$ cat config.mk
export PLATFORM = sky130hd
export DESIGN_NAME = pgwr_ctrl
export DESIGN_NICKNAME = d
export VERILOG_FILES = /design/src/rtl/pgwr_pkg.sv /design/src/rtl/pgwr_strobe_sync.sv /design/src/rtl/pgwr_tmr.sv /design/src/rtl/pgwr_page_buf.sv /design/src/rtl/pgwr_array.sv /design/src/rtl/pgwr_ctrl.sv
export SDC_FILE = /design/constraint.sdc
export NUM_CORES = 2
export LEC_CHECK = 0
export ABC_AREA = 0
export ABC_CLOCK_PERIOD_IN_PS = 11400
export CAP_MARGIN = 20
export CORE_MARGIN = 1.5
export CORE_UTILIZATION = 46
export CTS_CLUSTER_DIAMETER = 100
export DETAILED_ROUTE_END_ITERATION = 7
export GPL_TIMING_DRIVEN = 0
export PLACE_DENSITY = 0.64
export SETUP_SLACK_MARGIN = 0.15
export SLEW_MARGIN = 30
export SYNTH_ARGS = -nofsm -noshare
export SYNTH_HDL_FRONTEND = slang
export SYNTH_SLANG_ARGS = --single-unit
$ cat constraint.sdc
create_clock -name clk -period 11.4 [get_ports clk]
set_clock_uncertainty 0.05 [all_clocks]
set_input_delay 3.42 -clock clk [delete_from_list [all_inputs] [get_ports clk]]
set_output_delay 3.42 -clock clk [all_outputs]
set_load 0.005 [all_outputs]
$ cat src/rtl/pgwr_pkg.sv
package pgwr_pkg;
  typedef enum logic [1:0] {
    ST_IDLE = 2'd0,
    ST_LOAD = 2'd1,
    ST_PROG = 2'd2
  } pg_state_e;
endpackage

$ cat src/rtl/pgwr_strobe_sync.sv
module pgwr_strobe_sync #(
  parameter int SYNC_STAGES = 2
) (
  input  logic clk,
  input  logic rst_n,
  input  logic ce_n,
  input  logic we_n,
  input  logic oe_n,
  output logic wr_start,
  output logic wr_end
);
  localparam int NSTRB = 3;

  logic [NSTRB-1:0] raw_n;
  logic [NSTRB-1:0] sync_n;
  logic             wr_act;
  logic             wr_act_q;

  assign raw_n = {oe_n, we_n, ce_n};

  for (genvar i = 0; i < NSTRB; i++) begin : g_sync
    logic [SYNC_STAGES-1:0] chain;
    always_ff @(posedge clk or negedge rst_n) begin
      if (!rst_n) chain <= '1;
      else        chain <= {chain[SYNC_STAGES-2:0], raw_n[i]};
    end
    assign sync_n[i] = chain[SYNC_STAGES-1];
  end

  // write condition: both enables low, output enable high
  assign wr_act = ~sync_n[0] & ~sync_n[1] & sync_n[2];

  always_ff @(posedge clk or negedge rst_n) begin
    if (!rst_n) wr_act_q <= 1'b0;
    else        wr_act_q <= wr_act;
  end

  assign wr_start = wr_act & ~wr_act_q;
  assign wr_end   = ~wr_act & wr_act_q;
endmodule

$ cat src/rtl/pgwr_tmr.sv
module pgwr_tmr #(
  parameter int LIMIT       = 16,
  parameter bit START_ARMED = 1'b0
) (
  input  logic clk,
  input  logic rst_n,
  input  logic arm,
  output logic expire,
  output logic running
);
  localparam int CW = $clog2(LIMIT + 1);

  logic [CW-1:0] cnt;

  always_ff @(posedge clk or negedge rst_n) begin
    if (!rst_n)          cnt <= START_ARMED ? CW'(LIMIT) : '0;
    else if (arm)        cnt <= CW'(LIMIT);
    else if (cnt != '0)  cnt <= cnt - CW'(1);
  end

  assign expire  = (cnt == CW'(1)) && !arm;
  assign running = (cnt != '0);

  AST_TMR_IN_RANGE: assert property (@(posedge clk) disable iff (!rst_n)
    cnt <= CW'(LIMIT));
endmodule

$ cat src/rtl/pgwr_page_buf.sv
module pgwr_page_buf #(
  parameter int DATA_W = 8,
  parameter int OFS_W  = 5
) (
  input  logic                          clk,
  input  logic                          rst_n,
  input  logic                          wr_en,
  input  logic [OFS_W-1:0]              wr_ofs,
  input  logic [DATA_W-1:0]             wr_data,
  input  logic                          clr,
  output logic [(1<<OFS_W)*DATA_W-1:0]  buf_data,
  output logic [(1<<OFS_W)-1:0]         buf_vld
);
  localparam int PAGE_SZ = 1 << OFS_W;

  for (genvar i = 0; i < PAGE_SZ; i++) begin : g_ent
    logic [DATA_W-1:0] ent_d;
    logic              ent_v;
    always_ff @(posedge clk or negedge rst_n) begin
      if (!rst_n) begin
        ent_d <= '0;
        ent_v <= 1'b0;
      end else if (clr) begin
        ent_v <= 1'b0;
      end else if (wr_en && (wr_ofs == OFS_W'(i))) begin
        ent_d <= wr_data;
        ent_v <= 1'b1;
      end
    end
    assign buf_data[i*DATA_W +: DATA_W] = ent_d;
    assign buf_vld[i]                   = ent_v;
  end
endmodule

$ cat src/rtl/pgwr_array.sv
module pgwr_array #(
  parameter int DATA_W   = 8,
  parameter int OFS_W    = 5,
  parameter int ARR_PG_W = 2
) (
  input  logic                          clk,
  input  logic                          rst_n,
  input  logic                          commit,
  input  logic [ARR_PG_W-1:0]           commit_pg,
  input  logic [(1<<OFS_W)*DATA_W-1:0]  buf_data,
  input  logic [(1<<OFS_W)-1:0]         buf_vld,
  input  logic [ARR_PG_W+OFS_W-1:0]     rd_addr,
  output logic [DATA_W-1:0]             rd_data
);
  localparam int PAGE_SZ = 1 << OFS_W;
  localparam int ARR_SZ  = 1 << (ARR_PG_W + OFS_W);

  logic [DATA_W-1:0] mem [ARR_SZ];

  always_ff @(posedge clk or negedge rst_n) begin
    if (!rst_n) begin
      for (int k = 0; k < ARR_SZ; k++) mem[k] <= '0;
    end else if (commit) begin
      for (int i = 0; i < PAGE_SZ; i++) begin
        if (buf_vld[i]) mem[{commit_pg, OFS_W'(i)}] <= buf_data[i*DATA_W +: DATA_W];
      end
    end
  end

  assign rd_data = mem[rd_addr];
endmodule

$ cat src/rtl/pgwr_ctrl.sv
module pgwr_ctrl
  import pgwr_pkg::*;
#(
  parameter int ADDR_W    = 13,
  parameter int DATA_W    = 8,
  parameter int OFS_W     = 5,
  parameter int ARR_PG_W  = 2,
  parameter int LOAD_CYC  = 5000,
  parameter int PROG_CYC  = 250000,
  parameter int PWRUP_CYC = 500000
) (
  input  logic                      clk,
  input  logic                      rst_n,
  input  logic                      ce_n,
  input  logic                      we_n,
  input  logic                      oe_n,
  input  logic [ADDR_W-1:0]         addr,
  input  logic [DATA_W-1:0]         din,
  input  logic [ARR_PG_W+OFS_W-1:0] rd_addr,
  output logic [DATA_W-1:0]         rd_data,
  output logic                      busy_n,
  output logic                      page_err
);
  localparam int PAGE_W  = ADDR_W - OFS_W;
  localparam int PAGE_SZ = 1 << OFS_W;

  function automatic logic [PAGE_W-1:0] page_of(input logic [ADDR_W-1:0] a);
    return a[ADDR_W-1:OFS_W];
  endfunction

  function automatic logic [OFS_W-1:0] ofs_of(input logic [ADDR_W-1:0] a);
    return a[OFS_W-1:0];
  endfunction

  function automatic logic [ARR_PG_W-1:0] arr_pg(input logic [PAGE_W-1:0] p);
    return p[ARR_PG_W-1:0];
  endfunction

  pg_state_e           state;
  logic [ADDR_W-1:0]   cap_addr;
  logic                cap_vld;
  logic [PAGE_W-1:0]   cur_page;
  logic                err_q;

  logic wr_start, wr_end;
  logic end_ok, same_pg, buf_wr, pg_miss;
  logic load_exp, load_run, prog_exp, prog_run, pwr_exp, pwr_run, pwr_ok;
  logic prog_arm, commit;
  logic [PAGE_SZ*DATA_W-1:0] buf_data;
  logic [PAGE_SZ-1:0]        buf_vld;

  pgwr_strobe_sync #(.SYNC_STAGES(2)) u_sync (
    .clk(clk), .rst_n(rst_n), .ce_n(ce_n), .we_n(we_n), .oe_n(oe_n),
    .wr_start(wr_start), .wr_end(wr_end)
  );

  pgwr_tmr #(.LIMIT(PWRUP_CYC), .START_ARMED(1'b1)) u_pwr_tmr (
    .clk(clk), .rst_n(rst_n), .arm(1'b0), .expire(pwr_exp), .running(pwr_run)
  );

  pgwr_tmr #(.LIMIT(LOAD_CYC), .START_ARMED(1'b0)) u_load_tmr (
    .clk(clk), .rst_n(rst_n), .arm(buf_wr), .expire(load_exp), .running(load_run)
  );

  pgwr_tmr #(.LIMIT(PROG_CYC), .START_ARMED(1'b0)) u_prog_tmr (
    .clk(clk), .rst_n(rst_n), .arm(prog_arm), .expire(prog_exp), .running(prog_run)
  );

  assign pwr_ok = ~pwr_run;

  always_comb begin
    end_ok   = wr_end && cap_vld && (state != ST_PROG);
    same_pg  = (page_of(cap_addr) == cur_page);
    buf_wr   = end_ok && ((state == ST_IDLE) || same_pg);
    pg_miss  = end_ok && (state == ST_LOAD) && !same_pg;
    prog_arm = (state == ST_LOAD) && load_exp;
    commit   = (state == ST_PROG) && prog_exp;
  end

  always_ff @(posedge clk or negedge rst_n) begin
    if (!rst_n) begin
      state    <= ST_IDLE;
      cap_addr <= '0;
      cap_vld  <= 1'b0;
      cur_page <= '0;
      err_q    <= 1'b0;
    end else begin
      if (wr_start) begin
        cap_vld <= pwr_ok && (state != ST_PROG);
        if (pwr_ok && (state != ST_PROG)) cap_addr <= addr;
      end else if (wr_end) begin
        cap_vld <= 1'b0;
      end
      if (pg_miss) err_q <= 1'b1;
      case (state)
        ST_IDLE: if (buf_wr) begin
          cur_page <= page_of(cap_addr);
          state    <= ST_LOAD;
        end
        ST_LOAD: if (load_exp) state <= ST_PROG;
        ST_PROG: if (prog_exp) state <= ST_IDLE;
        default: state <= ST_IDLE;
      endcase
    end
  end

  pgwr_page_buf #(.DATA_W(DATA_W), .OFS_W(OFS_W)) u_buf (
    .clk(clk), .rst_n(rst_n), .wr_en(buf_wr), .wr_ofs(ofs_of(cap_addr)),
    .wr_data(din), .clr(commit), .buf_data(buf_data), .buf_vld(buf_vld)
  );

  pgwr_array #(.DATA_W(DATA_W), .OFS_W(OFS_W), .ARR_PG_W(ARR_PG_W)) u_arr (
    .clk(clk), .rst_n(rst_n), .commit(commit), .commit_pg(arr_pg(cur_page)),
    .buf_data(buf_data), .buf_vld(buf_vld), .rd_addr(rd_addr), .rd_data(rd_data)
  );

  assign busy_n   = (state != ST_PROG);
  assign page_err = err_q;

  AST_ERR_STICKY: assert property (@(posedge clk) disable iff (!rst_n)
    page_err |=> page_err);
  AST_BUSY_FROM_WINDOW: assert property (@(posedge clk) disable iff (!rst_n)
    $fell(busy_n) |-> $past(load_exp));
  AST_LOAD_WINDOW_LIVE: assert property (@(posedge clk) disable iff (!rst_n)
    (state == ST_LOAD) |-> load_run);
  AST_PROG_TIMER_LIVE: assert property (@(posedge clk) disable iff (!rst_n)
    (state == ST_PROG) |-> prog_run);
  AST_PROG_BUF_FROZEN: assert property (@(posedge clk) disable iff (!rst_n)
    (state == ST_PROG && !prog_exp) |=> $stable(buf_vld));
  AST_IDLE_BUF_EMPTY: assert property (@(posedge clk) disable iff (!rst_n)
    (state == ST_IDLE) |-> (buf_vld == '0));
  AST_PWRUP_QUIET: assert property (@(posedge clk) disable iff (!rst_n)
    (!pwr_ok || pwr_exp) |-> (busy_n && state == ST_IDLE));
endmodule

==> results.tsv <==
metric	value	unit
max_freq	93.4	MHz
max_stage_delay	800	ps
die_x	370	um
p_sw	2700	uW
avgSynthCellArea	16.4	um^2
tns	0	ps
ant_nets	0	
cts_root_buf	clkbuf_16	
avgViaCountPerCell	6.03	
slew_headroom	32.9	%
cts_max_path_buffers	3	
cts_sinks	1394	
post_cts_buffers	0	
status	finished, final reports clean	
path_class	primary input to primary output	
core	133000	um^2
syn_inst	3767	
tightest_slew	1000	ps
synth_area	61900	um^2
antenna_found_initial	27	
ys_types	47	
synthFlopType	dfrtp_1	
fin_crit	10710	ps
power_switching_share	24.6	%
p_comb_share	6.7	%
first_pass_iters	7	
p_clk_share	46.3	%
synth_seq_cells	1394	
cts.reportedPaths.clkPinSlew	60	ps
path_buf_inv	3	
cp_common_cell	mux4_2	
cp_slowest_cell	buf_1	
num-nets-final	4031	
finalSetupViolations	0	
arrival	7240	ps
start_kind	primary input	
drv_slew	0	
cts_buffers	152	
synthArstFlopShare	100	%
hold_viol	0	
vias	35500	
worst_skew_pair.late_latency	780	ps
globalRouteOverflowTotal	0	
final_core_utilization	52.8	%
power.leakage	0.0344	uW
yosys_warnings	0	
core.rowCount	134	
grt_pass1_wl	267	mm
intPower	8300	uW
wire_per_inst	31.4	um
portBuffers	35	
critPathTopFamily	multiplexers	
syn_to_final_growth	13.9	%
gp_congestion	0.982	
hold_path.class	register to register	
synth-edff-count	0	
grt_pass1_vias	36100	
postCtsHoldBufs	0	
end_kind	primary output	
drt_iter0_drc	3122	
pin_count	43	
dp_hpwl	134	mm
grt_max_degree	130	
power_density	156	nW/um^2
htreeDepth	4	
path_max_fanout	10	
total_power	11000	uW
tritoncts	yes	
dpl_cell_area	65300	um^2
die_area	137000	um^2
crit_required	7930	ps
synth_fp_nets	3809	
rsz0062_at_grt	false	
path_cells	clkbuf_1 > buf_1 > mux4_2 > mux4_2 > mux4_2 > mux2_2 > clkdlybuf4s50_1	
ctsResizeCount	0	
seq_power_share	47.0	%
drive_gt1_share	52.6	%
drc_errors	0	
die-height	370	um
period_share	93.9	%
stdcell_area	70500	um^2
vdd_drop_max	0.148	mV
ys_seq_area_share	56.4	%
wirelength	185	mm
floorplan.initialDensity	46.4	%
gr-usage-all-layers	27.6	%
drv_cap	0	
worst register-to-register path: stages, from the launching register on:
cell	delay (ps)
dfrtp_1	390
inv_1	110
ha_1	150
or4b_2	610
nor3_1	200
nor3b_2	460
buf_2	400
clkbuf_2	350
and3_1	210
buf_4	210
mux2_2	350
power by group through the flow:
stage | Clock (uW) | Combinational (uW) | Sequential [uW]
6_report | 5090 | 738 | 5170
5_1_grt | 5360 | 798 | 5180
4_1_cts | 5170 | 740 | 5170
3_5_place_dp | 0 | 737 | 5260
3_3_place_gp | 0 | 666 | 5290
2_1_floorplan | 0 | 384 | 5210
sequential cells by signal, indices dropped and copies added, names as in the netlist, 2 cells and up:
register and cells:
u_buf.g_ent.ent_d 256, state 2, u_load_tmr.cnt 13, cur_page 8, u_buf.g_ent.ent_v 32, u_pwr_tmr.cnt 19, u_arr.mem 1024, u_sync.g_sync.chain 6
u_prog_tmr.cnt 18, cap_addr 13
cells in the final DEF, fill, tap and decap left out, drive strengths merged, types with 23 or more instances in the layout:
| cell type | netlist | final |
|---|---|---|
| dfrtp | 1381 | 1381 |
| mux2 | 1310 | 1310 |
| mux4 | 336 | 336 |
| clkbuf | 92 | 317 |
| buf | 192 | 223 |
| and3 | 127 | 127 |
| nor4 | 45 | 45 |
| a21o | 34 | 34 |
| clkdlybuf4s50 | 0 | 34 |
| clkinv | 0 | 29 |
| nor2 | 24 | 24 |
| nand2 | 23 | 23 |
final cells by class:
class                   count  area, um^2
flip-flops and latches   1394       34900
multi-input cells        2079       25600
fillers                 11000       62900
repair buffers             68         886
well taps                1768        2210
inverters                  10        37.5
diodes                     11        27.5
clock buffers             222        4580
plain buffers             284        1660
clock inverters            55         598
cell usage after synthesis, drive strengths merged, types with 2 or more instances:
master | instances | area share [%]
a2111oi | 4 | 0.057
a211oi | 4 | 0.049
a21o | 34 | 0.41
a21oi | 16 | 0.13
and3 | 127 | 1.3
buf | 192 | 2.0
clkbuf | 92 | 0.58
dfrtp | 1381 | 56
dfstp | 13 | 0.55
ha | 9 | 0.18
inv | 10 | 0.061
mux2 | 1310 | 24
mux2i | 2 | 0.032
mux4 | 336 | 12
nand2 | 23 | 0.14
nand2b | 9 | 0.091
nand3 | 12 | 0.13
nand3b | 4 | 0.049
nor2 | 24 | 0.15
nor2b | 4 | 0.040
nor3 | 12 | 0.097
nor3b | 2 | 0.032
nor4 | 45 | 0.79
nor4b | 3 | 0.042
o21ai | 14 | 0.11
o31ai | 2 | 0.024
or2 | 7 | 0.071
or3 | 21 | 0.21
or3b | 4 | 0.057
or4 | 6 | 0.073
or4b | 2 | 0.032
xnor2 | 17 | 0.24
xor2 | 20 | 0.28
per-stage QoR:
| step | worst slack [ps] | hold WS (ps) | cells |
|---|---|---|---|
| global placement | -57380 | 297 | 5570 |
| CTS | 740 | 306 | 5880 |
| global route | 699 | 311 | 5880 |
| detailed placement | 755 | 297 | 5603 |
| finish | 694 | 306 | 5891 |
| floorplan | 2130 | 295 | 3767 |
worst paths after layout:
check,cells after the start,end,slack (ps),from
worst max-delay path,7,rd_data[4],690,rd_addr[2]
worst min-delay path,0,u_sync.g_sync[0].chain[1],310,u_sync.g_sync[0].chain[0]
worst max register to register,10,u_arr.mem[312],7780,u_prog_tmr.cnt[1]
worst min register to register,0,u_sync.g_sync[0].chain[1],310,u_sync.g_sync[0].chain[0]
max in group asynchronous,5,u_arr.mem[808],6210,rst_n
min in group asynchronous,1,u_arr.mem[230],2460,rst_n
logic make-up after synthesis:
| logic type | after synthesis | synth area share (%) |
|---|---|---|
| adder cells (fa/ha/maj) | 9 | 0.182 |
| multiplexers | 1648 | 36.1 |
| AO/OA/AOI/OAI | 79 | 0.863 |
| XOR/XNOR | 37 | 0.524 |
| AND/OR/NAND/NOR | 306 | 3.29 |
| flip-flops | 1394 | 56.4 |
| buffers and inverters | 294 | 2.67 |
routing by layer:
layer	global-route usage [%]	vias up	routed length [um]
met1	39.9	19600	81300
met5	0	-	20
li1	-	14600	-
met3	5.19	267	12800
met2	41.7	1147	84300
met4	9.88	4	6710
Power figures use the tool's default switching activity.
